===== config.mk =====
export PLATFORM = sky130hd
export DESIGN_NAME = rdport_serial_reader
export DESIGN_NICKNAME = d
export VERILOG_FILES = /design/src/rtl/rdport_pkg.sv /design/src/rtl/rdp_sync.sv /design/src/rtl/rdp_frame_ctl.sv /design/src/rtl/rdp_shifter.sv /design/src/rtl/rdport_serial_reader.sv
export SDC_FILE = /design/constraint.sdc
export NUM_CORES = 1
export LEC_CHECK = 0
export ABC_AREA = 1
export BUFFER_PORTS_ARGS = -buffer_cell sky130_fd_sc_hd__buf_2
export CAP_MARGIN = 20
export CORE_UTILIZATION = 48
export DETAILED_ROUTE_END_ITERATION = 12
export GPL_TIMING_DRIVEN = 1
export PLACE_DENSITY = 0.74
export SLEW_MARGIN = 40
export SYNTH_ARGS = -nofsm -noshare
export SYNTH_HDL_FRONTEND = slang
export SYNTH_SLANG_ARGS = --single-unit

===== constraint.sdc =====
create_clock -name clk -period 1.2 [get_ports clk]
set_input_delay 0.12 -clock clk [delete_from_list [all_inputs] [get_ports clk]]
set_output_delay 0.12 -clock clk [all_outputs]
set_load 0.03 [all_outputs]

===== src/rtl/rdport_pkg.sv =====
package rdport_pkg;

    localparam int unsigned DEF_MAG_W       = 16;
    localparam int unsigned DEF_SYNC_STAGES = 2;

    typedef enum logic [1:0] {
        EDGE_NONE = 2'd0,
        EDGE_RISE = 2'd1,
        EDGE_FALL = 2'd2
    } edge_e;

    function automatic edge_e classify_edge(input logic prev, input logic cur);
        if (prev && !cur)      return EDGE_FALL;
        else if (!prev && cur) return EDGE_RISE;
        else                   return EDGE_NONE;
    endfunction

endpackage


===== src/rtl/rdp_sync.sv =====
module rdp_sync
    import rdport_pkg::*;
#(
    parameter int unsigned STAGES  = DEF_SYNC_STAGES,
    parameter logic        RST_VAL = 1'b0
) (
    input  logic  clk,
    input  logic  rst,
    input  logic  d_async,
    output logic  level,
    output edge_e edge_kind
);

    logic [STAGES-1:0] chain;
    logic              prev;

    always_ff @(posedge clk) begin
        if (rst) begin
            chain <= {STAGES{RST_VAL}};
            prev  <= RST_VAL;
        end else begin
            chain <= {chain[STAGES-2:0], d_async};
            prev  <= chain[STAGES-1];
        end
    end

    assign level     = chain[STAGES-1];
    assign edge_kind = classify_edge(prev, chain[STAGES-1]);

endmodule


===== src/rtl/rdp_frame_ctl.sv =====
module rdp_frame_ctl
    import rdport_pkg::*;
#(
    parameter int unsigned WORD_W = DEF_MAG_W + 2
) (
    input  logic  clk,
    input  logic  rst,
    input  edge_e sel_edge,
    input  edge_e sck_edge,
    output logic  load,
    output logic  shift,
    output logic  active,
    output logic  drained
);

    localparam int unsigned CNT_W = $clog2(WORD_W + 1);
    localparam logic [CNT_W-1:0] CNT_MAX = CNT_W'(WORD_W);

    logic [CNT_W-1:0] cnt;
    logic             opening;
    logic             closing;

    assign opening = (sel_edge == EDGE_FALL);
    assign closing = (sel_edge == EDGE_RISE);
    assign load    = opening;
    assign shift   = active && !closing && (sck_edge == EDGE_FALL);
    assign drained = (cnt == CNT_MAX);

    always_ff @(posedge clk) begin
        if (rst) begin
            active <= 1'b0;
            cnt    <= '0;
        end else begin
            if (opening) begin
                active <= 1'b1;
                cnt    <= '0;
            end else if (closing) begin
                active <= 1'b0;
            end else if (shift && cnt < CNT_MAX) begin
                cnt <= cnt + 1'b1;
            end
        end
    end

    assert_frame_open_R2: assert property (@(posedge clk) disable iff (rst)
        opening |=> active);

    assert_frame_close_R6: assert property (@(posedge clk) disable iff (rst)
        closing |=> !active);

    assert_idle_count_R9: assert property (@(posedge clk) disable iff (rst)
        (!active && !opening) |=> $stable(cnt));

    assert_count_cap_R7: assert property (@(posedge clk) disable iff (rst)
        drained |=> (cnt == CNT_MAX || $past(opening)));

endmodule


===== src/rtl/rdp_shifter.sv =====
module rdp_shifter #(
    parameter int unsigned WORD_W = 18
) (
    input  logic              clk,
    input  logic              rst,
    input  logic              load,
    input  logic              shift,
    input  logic [WORD_W-1:0] par_in,
    output logic              head_bit
);

    logic [WORD_W-1:0] shreg;

    always_ff @(posedge clk) begin
        if (rst) begin
            shreg <= '0;
        end else if (load) begin
            shreg <= par_in;
        end else if (shift) begin
            shreg <= {shreg[WORD_W-2:0], 1'b0};
        end
    end

    assign head_bit = shreg[WORD_W-1];

    assert_hold_between_edges_R4: assert property (@(posedge clk) disable iff (rst)
        (!load && !shift) |=> $stable(shreg));

    assert_advance_one_R3: assert property (@(posedge clk) disable iff (rst)
        (shift && !load) |=> (head_bit == $past(shreg[WORD_W-2])));

endmodule


===== src/rtl/rdport_serial_reader.sv =====
module rdport_serial_reader
    import rdport_pkg::*;
#(
    parameter int unsigned MAG_W       = DEF_MAG_W,
    parameter int unsigned SYNC_STAGES = DEF_SYNC_STAGES
) (
    input  logic               clk,
    input  logic               rst,
    input  logic               rd_sel_n,
    input  logic               sclk,
    input  logic [MAG_W+1:0]   result,
    output logic               sdo,
    output logic               sdo_oe
);

    localparam int unsigned WORD_W  = MAG_W + 2;
    localparam int unsigned N_LINES = 2;
    localparam logic [N_LINES-1:0] IDLE_LEVELS = 2'b01;   // [0] select idles high, [1] clock idles low

    logic [N_LINES-1:0] line_in;
    logic [N_LINES-1:0] line_lvl;
    edge_e              line_edge [N_LINES];

    assign line_in = {sclk, rd_sel_n};

    for (genvar g = 0; g < N_LINES; g++) begin : g_sync
        rdp_sync #(
            .STAGES  (SYNC_STAGES),
            .RST_VAL (IDLE_LEVELS[g])
        ) u_sync (
            .clk       (clk),
            .rst       (rst),
            .d_async   (line_in[g]),
            .level     (line_lvl[g]),
            .edge_kind (line_edge[g])
        );
    end

    logic load;
    logic shift;
    logic active;
    logic drained;
    logic head_bit;

    rdp_frame_ctl #(
        .WORD_W (WORD_W)
    ) u_ctl (
        .clk      (clk),
        .rst      (rst),
        .sel_edge (line_edge[0]),
        .sck_edge (line_edge[1]),
        .load     (load),
        .shift    (shift),
        .active   (active),
        .drained  (drained)
    );

    rdp_shifter #(
        .WORD_W (WORD_W)
    ) u_shift (
        .clk      (clk),
        .rst      (rst),
        .load     (load),
        .shift    (shift),
        .par_in   (result),
        .head_bit (head_bit)
    );

    assign sdo_oe = active;
    assign sdo    = active & head_bit;

    logic unused_levels;
    assign unused_levels = ^line_lvl;

    assert_first_bit_R2: assert property (@(posedge clk) disable iff (rst)
        load |=> (sdo_oe && sdo == $past(result[WORD_W-1])));

    assert_released_R5: assert property (@(posedge clk) disable iff (rst)
        (line_edge[0] == EDGE_RISE) |=> (!sdo_oe && !sdo));

    assert_drain_zero_R7: assert property (@(posedge clk) disable iff (rst)
        (drained && sdo_oe) |-> !sdo);

    assert_stable_unselected_R9: assert property (@(posedge clk) disable iff (rst)
        (!sdo_oe && !load) |=> !sdo_oe);

endmodule


# Word level (Yosys, flattened, before mapping)
# Cells that the tools add are included.
[classes]
eq_ne = 3
mux = 8
n_reduce_logical = 13
n_bitwise = 1
[ops]
columns = ["operator", "n"]
rows = [
  ["$mux W18", 2],
  ["$logic_and A1 B1 Y1", 6],
  ["$logic_not A1 Y1", 5],
  ["$eq A2 B2 Y1 const B", 2],
  ["$mux W1", 4],
  ["$mux W2", 2],
  ["$reduce_bool A2 Y1", 2],
  ["$eq A2 B1 Y1 const B", 1],
  ["$and A1 B1 Y1", 1],
]
[totals]
input_bits = 22
output_inout_bits = 2
reg_bits = 25
wordCells = 31

# Depth between registers and ports, before layout
# Gate-level depths: netlist of run 1.
[depth]
ltp_word = 10
ltp_mapped = 9

# Modules after synthesis
# From an unflattened synthesis of run 1, not the netlist that was laid out.
[unflattened]
cells_unflattened = 216
hier_area_um2 = 1450.1
[modules_own_cells]
columns = ["module", "area_per_inst_um2", "instances", "seq_area_each_um2", "cells_per_inst"]
rows = [
  ["rdp_shifter", 867.1, 1, 360.3, 135],
  ["rdp_frame_ctl", 384.1, 1, 120.1, 54],
  ["rdp_sync at g_sync[0].u_sync", 97.6, 1, 60.1, 13],
  ["rdp_sync at g_sync[1].u_sync", 93.8, 1, 60.1, 12],
  ["rdport_serial_reader", 7.5, 1, 0.0, 2],
]

# Worst setup path before layout of run 1
# No wires, ideal clock.
[synth_timing]
path_kind = "reg-to-reg"
from = "reg g_sync[0].u_sync.prev"
to = "reg u_shift.shreg[10]"
setup_slack_ns = -0.038
t_arrival_ns = 1.103
stages_incl_launch_ff = 8
t_required_ns = 1.065
path_buffers = 1
cell_sequence = "dfxtp_1 > inv_1 > ha_1 > nor2_4 > nand2_8 > buf_4 > nand3_1 > a21oi_2"
[synth_between]
elab_chain_len = 9
elab_cells_between_ends = 12
cone_classes = "2 x eq/ne; 3 x mux; 7 x reduce/logical"
[synth_lines]
columns = ["item", "line_no", "text"]
rows = [
  ["start, declared", "rdp_sync.sv:15", "logic prev;"],
  ["start signal, assigned", "rdp_sync.sv:23", "prev <= chain[STAGES-1];"],
  ["$logic_not A1 Y1", "rdport_pkg.sv:14", "else if (!prev && cur) return EDGE_RISE;"],
  ["$logic_and A1 B1 Y1", "rdport_pkg.sv:14", ""],
  ["$mux W1", "rdport_pkg.sv:14", ""],
  ["$mux W2 *", "rdport_pkg.sv:13", "if (prev && !cur) return EDGE_FALL;"],
  ["$eq A2 B1 Y1", "rdp_frame_ctl.sv:24", "assign closing = (sel_edge == EDGE_RISE);"],
  ["$logic_not A1 Y1", "rdp_frame_ctl.sv:26", "assign shift = active && !closing && (sck_edge == EDGE_FALL);"],
  ["$logic_and A1 B1 Y1 (2 in a row)", "rdp_frame_ctl.sv:26", ""],
  ["$reduce_bool A2 Y1 (no source line)", "n/a", ""],
  ["end signal, assigned", "rdp_shifter.sv:18", "shreg <= par_in;"],
  ["end signal, assigned", "rdp_shifter.sv:20", "shreg <= {shreg[WORD_W-2:0], 1'b0};"],
  ["end, declared", "rdp_shifter.sv:12", "logic [WORD_W-1:0] shreg;"],
]
# Every way passes the cells marked *; elsewhere a longest branch is shown, timed or not.
# A chain may end at the register's enable or synchronous reset.

# Final worst setup path of run 1
[layout_timing]
from = "reg g_sync[0].u_sync.prev"
to = "reg u_shift.shreg[13]"
# Same word-level chain as after synthesis.

==> reports/qor.json, run 1 <==
{
  "run_status": "finished, violations left",
  "failed_checks": "setup timing",
  "numClockSinks": 25,
  "nets": 215,
  "buffer_ports.inserted": 23,
  "grt_max_degree": 26,
  "tritoncts": "done",
  "rsz0062_at_grt": "true",
  "yosys.area.top_type_share_pct": 40.0,
  "cts-buffers-inserted": 3,
  "postSynthNetCount": 187,
  "placement.setup.worst_slack_ns": -0.114,
  "grt_first_pass_wirelength_um": 4310,
  "finalWirelength_um": 2630,
  "timing.setup.critical_path_class": "reg -> reg",
  "syn-mean-instance-area_um2": 7.68,
  "maximum_vdd_ir_drop_uv": 985,
  "postSynthCellCount": 163,
  "clock_latency_ns": 0.33,
  "final_min_period_over_clock_period_pct": 108,
  "synthDominantAreaCellType": "dfxtp_1",
  "flow.area_growth_from_synthesis_pct": 18.5,
  "postLayoutCellArea_um2": 1480,
  "share_of_the_synthesized_area_in_compound_gates_ao_oa_aoi_oai_pct": 10.6,
  "cp_data_required_time_ns": 1.41,
  "placed_cells": 208,
  "fraction_of_final_layout_cells_with_drive_strength_greater_than_1_pct": 36.3,
  "syn_area_um2": 1250,
  "cts-htree-levels": 1,
  "final-instance-count-excl-fill": 220,
  "antenna_found_initial": 0,
  "static-leakage-power_nw": 0.645,
  "clk_pin_slew_ns": 0.14,
  "finalSetupViolCount": 17,
  "grt_util_all_layers_pct": 21.6,
  "count_of_buffer_and_inverter_cells_on_the_critical_path": 2,
  "seq_area_frac_synth_pct": 40.0,
  "hpwlAfterDp_um": 1500,
  "yosys.cell_types.count": 19,
  "hold_path_class": "in -> reg",
  "critical_path.endpoint_type": "register",
  "clk_path_buf_depth": 2,
  "worstPathMaxFanout": 5,
  "synth-warning-count": 0,
  "cpLargestDelayFamily": "flip-flops",
  "synth_most_common_cell": "nand2_1",
  "tightestPinTransition_ns": 0.542,
  "drt-pass1-iter-count": 4,
  "globalRoute.totalOverflow": 0,
  "synth_enable_flop_cells": 0,
  "critical_path.slowest_cell": "dfxtp_2",
  "num_vias": 1077,
  "die_area_um2": 2810,
  "achievable-frequency_mhz": 769,
  "cp_slowest_stage_delay_ns": 0.37,
  "max_cap_check_violation_count": 0,
  "synth_async_sr_flop_share_pct": 0,
  "placeableCoreArea_um2": 2480,
  "drt_iter0_markers": 13,
  "p_per_area_nw_per_um2": 954,
  "final.setup_skew_ns": 0.00776,
  "timing.critical_path.arrival_ns": 1.51,
  "dieHeight_um": 53.1,
  "setup_crit_start_kind": "register",
  "ioPinCount": 24,
  "vias_in_the_first_global_route": 986,
  "clk_root_buffer_cell": "clkbuf_4",
  "synth_top_family_by_area": "simple AND/OR/NAND/NOR gates",
  "synth_area_leaders": "dfxtp_1 (40%), nand2_1 (18%), nand3_1 (7.2%)",
  "effective_utilization_at_floorplan_pct": 50.5,
  "synth.top_cells.by_count": "nand2_1 (61), dfxtp_1 (25), nand3_1 (18)",
  "slew_margin_rel_pct": 63.9,
  "timing_max_transition_violations_final": 0,
  "post-route-drc-count": 0,
  "postPlaceCellArea_um2": 1330,
  "synth_xor_xnor_area_share_pct": 0,
  "ys_seq_elements": 25,
  "timing.critical_path.cells": "inv_2 -> ha_2 -> nor2_4 -> buf_4 -> nand2_4 -> nand3_1 -> a21oi_2",
  "floorplan.rows": 18,
  "layout_setup_ws_ns": -0.101,
  "synthAdderAreaFrac_pct": 2.00,
  "synthSimpleGateAreaFrac_pct": 37.6,
  "hold_viol": 0,
  "totalPowerFinal_mw": 1.42,
  "ys_dominant_reg_cell": "dfxtp_1",
  "antenna_cells": 0,
  "mux_contribution_to_synthesized_area_pct": 0,
  "final_core_utilization_pct": 59.8,
  "dieWidth_um": 53.1,
  "period_minus_slack_ns": 1.30,
  "gp_congestion": 0.760,
  "route.antenna.remaining_nets": 0,
  "via_density_per_instance": 4.90,
  "detail_route.wl_per_cell_um": 12.0
}
## stage by stage
step	hold WS (ns)	setup TNS (ns)
after floorplan	0.189	0
after global placement	0.302	-0.848
after detailed placement	0.307	-1.58
after CTS	0.0328	-1.24
after global routing	0.0415	-2.34
final	0.0429	-1.26
## path summary, 6_finish.rpt
check | start | to | slack (ns) | cells past startpoint
max reg2reg | g_sync[0].u_sync.prev$_SDFF_PP1_ | u_shift.shreg[13]$_SDFFE_PP0P_ | -0.10 | 7
min reg2reg | g_sync[1].u_sync.chain[0]$_SDFF_PP0_ | g_sync[1].u_sync.chain[1]$_SDFF_PP0_ | 0.42 | 2
min | result[0] | u_shift.shreg[0]$_SDFFE_PP0P_ | 0.04 | 3
max | g_sync[0].u_sync.prev$_SDFF_PP1_ | u_shift.shreg[13]$_SDFFE_PP0P_ | -0.10 | 7
## worst reg2reg max path, stage by stage (launching register included)
cell	delay (ns)
dfxtp_2	0.37
inv_2	0.04
ha_2	0.19
nor2_4	0.19
buf_4	0.18
nand2_4	0.06
nand3_1	0.09
a21oi_2	0.06
## flip-flops by register name, summed over array words and instances, names as in the netlist
name,flops
g_sync.u_sync.chain,4
g_sync.u_sync.prev,2
u_ctl.active,1
u_shift.shreg,18
## cell type report
| class | instances | area (um2) |
|---|---|---|
| Fill cell | 251 | 995 |
| Multi-Input combinational cell | 125 | 692 |
| Sequential cell | 25 | 504 |
| Timing Repair Buffer | 27 | 154 |
| Inverter | 8 | 56.3 |
| Tap cell | 30 | 37.5 |
| Clock buffer | 3 | 22.5 |
| Timing Repair inverter | 1 | 8.76 |
| Clock inverter | 1 | 7.51 |
## what timing repair did
item,4_1_cts,5_1_grt
resized for setup,7,1
endpoints found under the hold margin,2,0
setup buffers,1,0
hold buffers,2,0
pin swaps,4,1
cloned,4,1
endpoints found under the setup margin,19,18
## cells in the final DEF, fill, tap and decap left out, drive strengths merged
cell / count
clkbuf: 3
a21oi: 19
or2: 3
ha: 2
nand2: 77
dlygate4sd3: 2
dfxtp: 25
bufinv: 1
clkinvlp: 1
nor2: 6
inv: 8
nand3: 18
buf: 25
## per-layer routing
metal / GRT usage (%) / part of all wire [%] / vias up
li1: - / - / 573
met1: 25.6 / 46 / 476
met2: 36.1 / 48 / 21
met3: 3.74 / 2.7 / 7
met4: 12.7 / 3.2 / 0
met5: 0 / 0 / -
## power by group
group	internal (mW)	total, mW	switching (mW)
combinational	0.0740	0.168	0.0939
clock	0.128	0.395	0.267
sequential	0.845	0.853	0.00776
total	1.05	1.42	0.368
## kinds of logic after synthesis
| logic type | after synthesis |
|---|---|
| AOI/OAI and AO/OA | 19 |
| adders and majority gates | 2 |
| buffers and inverters | 17 |
| DFF | 25 |
| and+or+nand+nor | 100 |
(Power assumes the default switching activity.)
==> run 2, diff against run 1 <==
--- a/config.mk
+++ b/config.mk
@@ -5,13 +5,12 @@
 export SDC_FILE = /design/constraint.sdc
 export NUM_CORES = 1
 export LEC_CHECK = 0
-export ABC_AREA = 1
 export BUFFER_PORTS_ARGS = -buffer_cell sky130_fd_sc_hd__buf_2
 export CAP_MARGIN = 20
 export CORE_UTILIZATION = 48
 export DETAILED_ROUTE_END_ITERATION = 12
 export GPL_TIMING_DRIVEN = 1
-export PLACE_DENSITY = 0.74
+export PLACE_DENSITY = 0.83
 export SLEW_MARGIN = 40
 export SYNTH_ARGS = -nofsm -noshare
 export SYNTH_HDL_FRONTEND = slang
==> reports/qor.json, run 2 <==
{
  "run_status": "finished, violations left",
  "failed_checks": "setup timing",
  "clock_latency": {"value": 0.31, "unit": "ns", "change": "-0.02 ns"},
  "setup_crit_start_kind": "register",
  "tightestPinTransition": {"value": 0.675, "unit": "ns", "change": "+0.133 ns"},
  "fraction_of_final_layout_cells_with_drive_strength_greater_than_1": {"value": 53.6, "unit": "%", "change": "+17 points"},
  "drt-pass1-iter-count": {"value": 4, "change": "unchanged"},
  "synth.top_cells.by_count": "dfxtp_1 (25), nor2b_1 (19), a2111oi_2 (17), nor2_1 (17), nor3_1 (17)",
  "globalRoute.totalOverflow": {"value": 0, "change": "unchanged"},
  "finalSetupViolCount": {"value": 18, "change": "+1"},
  "clk_path_buf_depth": {"value": 2, "change": "unchanged"},
  "p_per_area": {"value": 890, "unit": "nW/um2", "change": "-6.8%"},
  "route.antenna.remaining_nets": {"value": 0, "change": "unchanged"},
  "cts-htree-levels": {"value": 1, "change": "unchanged"},
  "num_vias": {"value": 1029, "change": "-4.5%"},
  "met2WireLength": {"value": 1570, "unit": "um", "change": "+25%"},
  "leading_cell_types_in_the_layout_fill_and_taps_excluded": "dfxtp_1 (22), buf_2 (22), nor2b_1 (19), nor2_1 (17), a2111oi_2 (16)",
  "layout_setup_ws": {"value": -0.418, "unit": "ns", "change": "-0.317 ns"},
  "synth_area_leaders": "dfxtp_1 (41%), a2111oi_2 (21%), nor2b_1 (9.8%)",
  "postSynthCellCount": {"value": 122, "change": "-25%"},
  "max_cap_check_violation_count": {"value": 0, "change": "unchanged"},
  "reg_top3": "u_shift.shreg x18, g_sync.u_sync.chain x4, g_sync.u_sync.prev x2",
  "slew_margin_rel": {"value": 55.0, "unit": "%", "change": "-8.9 points"},
  "hpwlAfterDp": {"value": 1680, "unit": "um", "change": "+12%"},
  "period_minus_slack": {"value": 1.62, "unit": "ns", "change": "+0.317 ns"},
  "critical_path.slowest_cell": "dfxtp_2",
  "grt_util_all_layers": {"value": 21.9, "unit": "%", "change": "+0.34 points"},
  "fill_cells": {"value": 165, "change": "-34%"},
  "detail_route.wl_per_cell": {"value": 15.2, "unit": "um", "change": "+27%"},
  "ys_dominant_reg_cell": "dfxtp_1",
  "synth_most_common_cell": "dfxtp_1",
  "via_density_per_instance": {"value": 5.30, "change": "+8.3%"},
  "final_min_period_over_clock_period": {"value": 135, "unit": "%", "change": "+26 points"},
  "tritoncts": "done",
  "seq_area_frac_synth": {"value": 41.4, "unit": "%", "change": "+1.4 points"},
  "post-route-drc-count": {"value": 0, "change": "unchanged"},
  "synth_async_sr_flop_share": {"value": 0, "unit": "%", "change": "unchanged"},
  "cts-buffers-inserted": {"value": 3, "change": "unchanged"},
  "timing.setup.critical_path_class": "reg -> reg",
  "dieWidth": {"value": 52.2, "unit": "um", "change": "-1.6%"},
  "buffer_ports.inserted": {"value": 23, "change": "unchanged"},
  "final.setup_skew": {"value": 0.00496, "unit": "ns", "change": "-0.00280 ns"},
  "r2r_slack": {"value": -0.42, "unit": "ns", "change": "-0.32 ns"},
  "cp_data_required_time": {"value": 1.38, "unit": "ns", "change": "-0.03 ns"},
  "dieHeight": {"value": 52.2, "unit": "um", "change": "-1.6%"},
  "critical_path.endpoint_type": "register",
  "placeableCoreArea": {"value": 2300, "unit": "um2", "change": "-7.3%"},
  "static-leakage-power": {"value": 0.666, "unit": "nW", "change": "+3.3%"},
  "floorplan.rows": {"value": 17, "change": "-1"},
  "yosys.cell_types.count": {"value": 20, "change": "+1"},
  "grt_max_degree": {"value": 26, "change": "unchanged"},
  "ys_seq_elements": {"value": 25, "change": "unchanged"},
  "met3RoutedLength": {"value": 95, "unit": "um", "change": "+34%"},
  "cp_slowest_stage_delay": {"value": 0.35, "unit": "ns", "change": "-0.02 ns"},
  "syn-mean-instance-area": {"value": 9.91, "unit": "um2", "change": "+29%"},
  "syn_area": {"value": 1210, "unit": "um2", "change": "-3.4%"},
  "yosys.area.top_type_share": {"value": 41.4, "unit": "%", "change": "+1.4 points"},
  "ioPinCount": {"value": 24, "change": "unchanged"},
  "vias_in_the_first_global_route": {"value": 1057, "change": "+7.2%"},
  "m1WireLength": {"value": 1250, "unit": "um", "change": "+2.5%"},
  "worstPathMaxFanout": {"value": 7, "change": "+2"},
  "fin_setup_tns": {"value": -5.82, "unit": "ns", "change": "-4.56 ns"},
  "rsz0062_at_grt": "true",
  "grt_first_pass_wirelength": {"value": 4260, "unit": "um", "change": "-0.95%"},
  "numClockSinks": {"value": 25, "change": "unchanged"},
  "flow.area_growth_from_synthesis_pct": 42.3,
  "timing_max_transition_violations_final": {"value": 0, "change": "unchanged"},
  "die_area": {"value": 2720, "unit": "um2", "change": "-3.3%"},
  "antenna_found_initial": {"value": 0, "change": "unchanged"},
  "nets": {"value": 191, "change": "-11%"},
  "clk_root_buffer_cell": "clkbuf_4",
  "topRoutingLayerUsed": "met4",
  "drt_iter0_markers": {"value": 6, "change": "-7"},
  "clk_pin_slew": {"value": 0.13, "unit": "ns", "change": "about the same"},
  "maximum_vdd_ir_drop": {"value": 787, "unit": "uV", "change": "-20%"},
  "synth-warning-count": {"value": 0, "change": "unchanged"},
  "gp_congestion": {"value": 0.754, "change": "-0.79%"},
  "timing.critical_path.arrival": {"value": 1.79, "unit": "ns", "change": "+0.28 ns"},
  "hold_viol": {"value": 0, "change": "unchanged"},
  "flip_flop_count_of_the_largest_register_after_layout": {"value": 18, "change": "unchanged"},
  "synth_enable_flop_cells": {"value": 0, "change": "unchanged"},
  "synthDominantAreaCellType": "dfxtp_1",
  "final_core_utilization": {"value": 74.9, "unit": "%", "change": "+15 points"},
  "achievable-frequency": {"value": 618, "unit": "MHz", "change": "-20%"},
  "largest_register": "u_shift.shreg",
  "finalWirelength": {"value": 2960, "unit": "um", "change": "+12%"},
  "effective_utilization_at_floorplan": {"value": 52.6, "unit": "%", "change": "+2.1 points"},
  "antenna_cells": {"value": 0, "change": "unchanged"},
  "hold_path_class": "in -> reg",
  "postSynthNetCount": {"value": 146, "change": "-22%"},
  "timing.critical_path.cells": "inv_2 -> ha_4 -> nor4bb_4 -> buf_6 -> buf_8 -> nor3b_1 -> a2111oi_2",
  "hold_ws": {"value": 0.0584, "unit": "ns", "change": "+0.0155 ns"}
}
## run 2: cell types whose count changed in the layout (fill, tap and decap cells not counted), moves of 5 or more
cell / change
nand2_1: -60
nor2b_1: +19
nand3_1: -17
a2111oi_2: +16
buf_4: +14
nor2_1: +12
a21oi_2: -10
nand2_2: -10
nor3_1: +10
a21oi_1: -8
buf_6: +7
nor3_2: +5
## run 2: routing by layer
layer,up-vias,global-route usage [%]
met2,23,42.1
met5,-,0
li1,516,-
met4,0,12.3
met1,486,22.0
met3,4,3.48
## run 2: what timing repair did
| item | 4_1_cts | 5_1_grt |
|---|---|---|
| hold endpoints to repair | 2 | 0 |
| buffers inserted | 7 | 4 |
| gates resized for setup | 13 | 12 |
| hold buffers | 2 | 0 |
| pin swaps | 0 | 2 |
| endpoints found under the setup margin | 19 | 20 |
| cloned | 0 | 1 |
## run 2: logic make-up (layout without fill, tap and decap cells)
family	after synthesis	after routing	synth area share, %
buffers and inverters	15	59	7.45
DFF	25	25	41.4
and+or+nand+nor	61	61	26.7
muxes	1	1	0.828
AOI/OAI and AO/OA	18	18	21.5
adders and majority gates	2	2	2.07
## run 2: final timing paths
check / endpoint / from / cells after the start
setup reg to reg: u_shift.shreg[1]$_SDFFE_PP0P_ / g_sync[0].u_sync.prev$_SDFF_PP1_ / 7
setup / recovery: u_shift.shreg[1]$_SDFFE_PP0P_ / g_sync[0].u_sync.prev$_SDFF_PP1_ / 7
hold / removal: u_shift.shreg[0]$_SDFFE_PP0P_ / result[0] / 3
hold reg to reg: g_sync[0].u_sync.chain[1]$_SDFF_PP1_ / g_sync[0].u_sync.chain[0]$_SDFF_PP1_ / 1
## run 2: worst max-delay path: cells and delay by family, from the launching register on
kind / cells / cell delay [ns]
AOI/OAI and AO/OA: 1 / 0.07
adders and majority gates: 1 / 0.15
buffers and inverters: 3 / 0.31
DFF: 1 / 0.35
and+or+nand+nor: 2 / 0.60
## run 2: cell type report
class	count	area [um2]	share of cell area, %
multi-input cells	82	711	41.3
inverters	3	11.3	0.655
well taps	28	35.0	2.04
repair buffers	52	433	25.2
clock buffers	4	26.3	1.53
flip-flops and latches	25	504	29.3
## run 2: through the flow
stage          total power [mW]  setup slack (ns)  instances  instance area, um2
2_1_floorplan              1.06            -0.192        122                1250
3_3_place_gp               1.12            -0.290        176                1460
3_5_place_dp               1.14            -0.361        176                1460
4_1_cts                    1.51            -0.358        189                1610
5_1_grt                    1.60            -0.454        194                1720
6_report                   1.53            -0.418        194                1720
## run 2: power breakdown
part,switching (mW),internal [mW],total [mW]
Sequential,0.0276,0.871,0.899
Combinational,0.126,0.131,0.257
Clock,0.245,0.130,0.375
==> run 3, diff against run 2 <==
--- a/config.mk
+++ b/config.mk
@@ -5,11 +5,14 @@
 export SDC_FILE = /design/constraint.sdc
 export NUM_CORES = 1
 export LEC_CHECK = 0
+export ABC_AREA = 1
 export BUFFER_PORTS_ARGS = -buffer_cell sky130_fd_sc_hd__buf_2
 export CAP_MARGIN = 20
+export CORE_MARGIN = 3
 export CORE_UTILIZATION = 48
 export DETAILED_ROUTE_END_ITERATION = 12
 export GPL_TIMING_DRIVEN = 1
+export HOLD_SLACK_MARGIN = 0.08
 export PLACE_DENSITY = 0.83
 export SLEW_MARGIN = 40
 export SYNTH_ARGS = -nofsm -noshare
==> reports/qor.json, run 3 (same netlist as run 1, synthesis figures left out) <==
{
  "achievable-frequency": {"value": 786, "unit": "MHz", "change": "+27%"},
  "timing.critical_path.arrival": {"value": 1.46, "unit": "ns", "change": "-0.33 ns"},
  "clk_pin_slew": {"value": 0.13, "unit": "ns", "change": "about the same"},
  "detail_route.wl_per_cell": {"value": 14.0, "unit": "um", "change": "-8.2%"},
  "postPlaceCellArea": {"value": 1330, "unit": "um2", "change": "-9.1%"},
  "seq_area": {"value": 507, "unit": "um2", "change": "+0.50%"},
  "most_frequent_standard_cell_in_the_layout_excluding_fill_and_tap_cells": "nand2_1",
  "run_status": "finished, violations left",
  "timing_max_transition_violations_final": {"value": 0, "change": "unchanged"},
  "timing.setup.critical_path_class": "reg -> reg",
  "clk_path_buf_depth": {"value": 2, "change": "unchanged"},
  "p_per_area": {"value": 887, "unit": "nW/um2", "change": "-0.29%"},
  "totalPowerFinal": {"value": 1.42, "unit": "mW", "change": "-7.1%"},
  "dieWidth": {"value": 57.1, "unit": "um", "change": "+9.3%"},
  "flow.area_growth_from_synthesis_pct": 28.1,
  "period_minus_slack": {"value": 1.27, "unit": "ns", "change": "-0.347 ns"},
  "numClockSinks": {"value": 25, "change": "unchanged"},
  "setup_crit_start_kind": "register",
  "max_cap_check_violation_count": {"value": 0, "change": "unchanged"},
  "critical_path.slowest_cell": "dfxtp_2",
  "fill_cells": {"value": 216, "change": "+31%"},
  "cp_data_required_time": {"value": 1.39, "unit": "ns", "change": "about the same"},
  "tightestPinTransition": {"value": 0.543, "unit": "ns", "change": "-0.132 ns"},
  "cts-buffers-inserted": {"value": 3, "change": "unchanged"},
  "vias_in_the_first_global_route": {"value": 1125, "change": "+6.4%"},
  "antenna_found_initial": {"value": 0, "change": "unchanged"},
  "final-instance-count-excl-fill": {"value": 226, "change": "+16%"},
  "timing.critical_path.cells": "inv_2 -> ha_4 -> nor2_4 -> buf_4 -> nand2_4 -> nand3_1 -> a21oi_1",
  "num_vias": {"value": 1204, "change": "+17%"},
  "route.antenna.remaining_nets": {"value": 0, "change": "unchanged"},
  "topRoutingLayerUsed": "met4",
  "effective_utilization_at_floorplan": {"value": 53.5, "unit": "%", "change": "+0.86 points"},
  "finalWirelength": {"value": 3160, "unit": "um", "change": "+7.0%"},
  "clk_root_buffer_cell": "clkbuf_4",
  "rsz0062_at_grt": "true",
  "fraction_of_final_layout_cells_with_drive_strength_greater_than_1": {"value": 38.4, "unit": "%", "change": "-15 points"},
  "cp_slowest_stage_delay": {"value": 0.36, "unit": "ns", "change": "about the same"},
  "tritoncts": "done",
  "placeableCoreArea": {"value": 2340, "unit": "um2", "change": "+1.9%"},
  "fin_setup_tns": {"value": -0.764, "unit": "ns", "change": "+5.05 ns"},
  "drt_iter0_markers": {"value": 50, "change": "+44"},
  "dieHeight": {"value": 57.1, "unit": "um", "change": "+9.3%"},
  "hold_path_class": "in -> reg",
  "final_core_utilization": {"value": 68.5, "unit": "%", "change": "-6.4 points"},
  "met2WireLength": {"value": 1700, "unit": "um", "change": "+8.0%"},
  "antenna_cells": {"value": 0, "change": "unchanged"},
  "cts-htree-levels": {"value": 1, "change": "unchanged"},
  "nets": {"value": 223, "change": "+17%"},
  "buffer_ports.inserted": {"value": 23, "change": "unchanged"},
  "via_density_per_instance": {"value": 5.33, "change": "+0.44%"},
  "post-route-drc-count": {"value": 0, "change": "unchanged"},
  "critical_path.endpoint_type": "register",
  "flip_flop_count_of_the_largest_register_after_layout": {"value": 18, "change": "unchanged"},
  "placement.setup.worst_slack": {"value": -0.127, "unit": "ns", "change": "+0.233 ns"},
  "grt_util_all_layers": {"value": 20.1, "unit": "%", "change": "-1.8 points"},
  "static-leakage-power": {"value": 0.703, "unit": "nW", "change": "+5.6%"},
  "final_min_period_over_clock_period": {"value": 106, "unit": "%", "change": "-29 points"},
  "floorplan.rows": {"value": 17, "change": "unchanged"},
  "globalRoute.totalOverflow": {"value": 0, "change": "unchanged"},
  "count_of_buffer_and_inverter_cells_on_the_critical_path": {"value": 2, "change": "-1"},
  "layout_setup_ws": {"value": -0.0715, "unit": "ns", "change": "+0.347 ns"},
  "hold_ws": {"value": 0.139, "unit": "ns", "change": "+0.0805 ns"},
  "grt_max_degree": {"value": 26, "change": "unchanged"},
  "finalSetupViolCount": {"value": 18, "change": "unchanged"},
  "multi_input_combinational_cell_area": {"value": 726, "unit": "um2", "change": "+2.1%"},
  "grt_first_pass_wirelength": {"value": 5170, "unit": "um", "change": "+21%"},
  "worstPathMaxFanout": {"value": 5, "change": "-2"},
  "slew_margin_rel": {"value": 63.8, "unit": "%", "change": "+8.8 points"},
  "failed_checks": "setup timing",
  "final.setup_skew": {"value": 0.00261, "unit": "ns", "change": "-0.00236 ns"},
  "met3RoutedLength": {"value": 155, "unit": "um", "change": "+63%"},
  "m1WireLength": {"value": 1300, "unit": "um", "change": "+3.3%"},
  "hpwlAfterDp": {"value": 1710, "unit": "um", "change": "+1.8%"},
  "reg_top3": "u_shift.shreg x18, g_sync.u_sync.chain x4, g_sync.u_sync.prev x2",
  "clock_latency": {"value": 0.31, "unit": "ns", "change": "about the same"},
  "largest_register": "u_shift.shreg",
  "ioPinCount": {"value": 24, "change": "unchanged"},
  "die_area": {"value": 3260, "unit": "um2", "change": "+20%"},
  "drt-pass1-iter-count": {"value": 4, "change": "unchanged"},
  "postLayoutCellArea": {"value": 1600, "unit": "um2", "change": "-6.8%"},
  "cpLargestDelayFamily": "flip-flops",
  "gp_congestion": {"value": 0.763, "change": "+1.2%"},
  "maximum_vdd_ir_drop": {"value": 841, "unit": "uV", "change": "+6.9%"},
  "hold_viol": {"value": 0, "change": "unchanged"},
  "leading_cell_types_in_the_layout_fill_and_taps_excluded": "nand2_1 (60), buf_2 (23), dfxtp_1 (22), nand3_1 (17), nand2_2 (11)",
  "placed_cells": {"value": 206, "change": "+17%"}
}
==> run 3: power by group <==
group / total, mW / internal [mW] / switching, mW
registers: 0.852 / 0.843 / 0.00849
logic: 0.202 / 0.0881 / 0.114
clock network: 0.368 / 0.130 / 0.239
==> run 3: path summary, 6_finish.rpt <==
kind / start / endpoint / slack (ns) / depth (start not counted)
worst min-delay path: result[12] / u_shift.shreg[12]$_SDFFE_PP0P_ / 0.14 / 5
worst max-delay path: g_sync[0].u_sync.prev$_SDFF_PP1_ / u_shift.shreg[3]$_SDFFE_PP0P_ / -0.07 / 7
worst min register to register: g_sync[1].u_sync.chain[0]$_SDFF_PP0_ / g_sync[1].u_sync.chain[1]$_SDFF_PP0_ / 0.42 / 2
worst max register to register: g_sync[0].u_sync.prev$_SDFF_PP1_ / u_shift.shreg[3]$_SDFFE_PP0P_ / -0.07 / 7
==> run 3: timing repair <==
action                                  4_1_cts  5_1_grt
buffers inserted                              4        1
hold buffers                                  3        0
pin swaps                                     4        2
hold endpoints to repair                      3        0
gates resized for setup                      18        4
cloned                                        7        1
endpoints found under the setup margin       19       19
==> run 3: worst register-to-register path: stages (launching register included) <==
cell and delay (ns):
dfxtp_2 0.36, inv_2 0.05, ha_4 0.16, nor2_4 0.19, buf_4 0.16, nand2_4 0.08
nand3_1 0.09, a21oi_1 0.07
==> run 3: cell type report <==
class | count | area share [%]
Clock buffer | 4 | 1.64
Inverter | 8 | 2.89
Multi-Input combinational cell | 126 | 45.3
Sequential cell | 25 | 31.6
Tap cell | 28 | 2.19
Timing Repair Buffer | 32 | 13.6
Timing Repair inverter | 3 | 2.81
==> run 3: per-layer routing <==
layer,global-route usage (%),up-vias
met2,36.5,35
met3,3.17,2
met5,0,-
met1,24.0,571
met4,6.29,0
li1,-,596
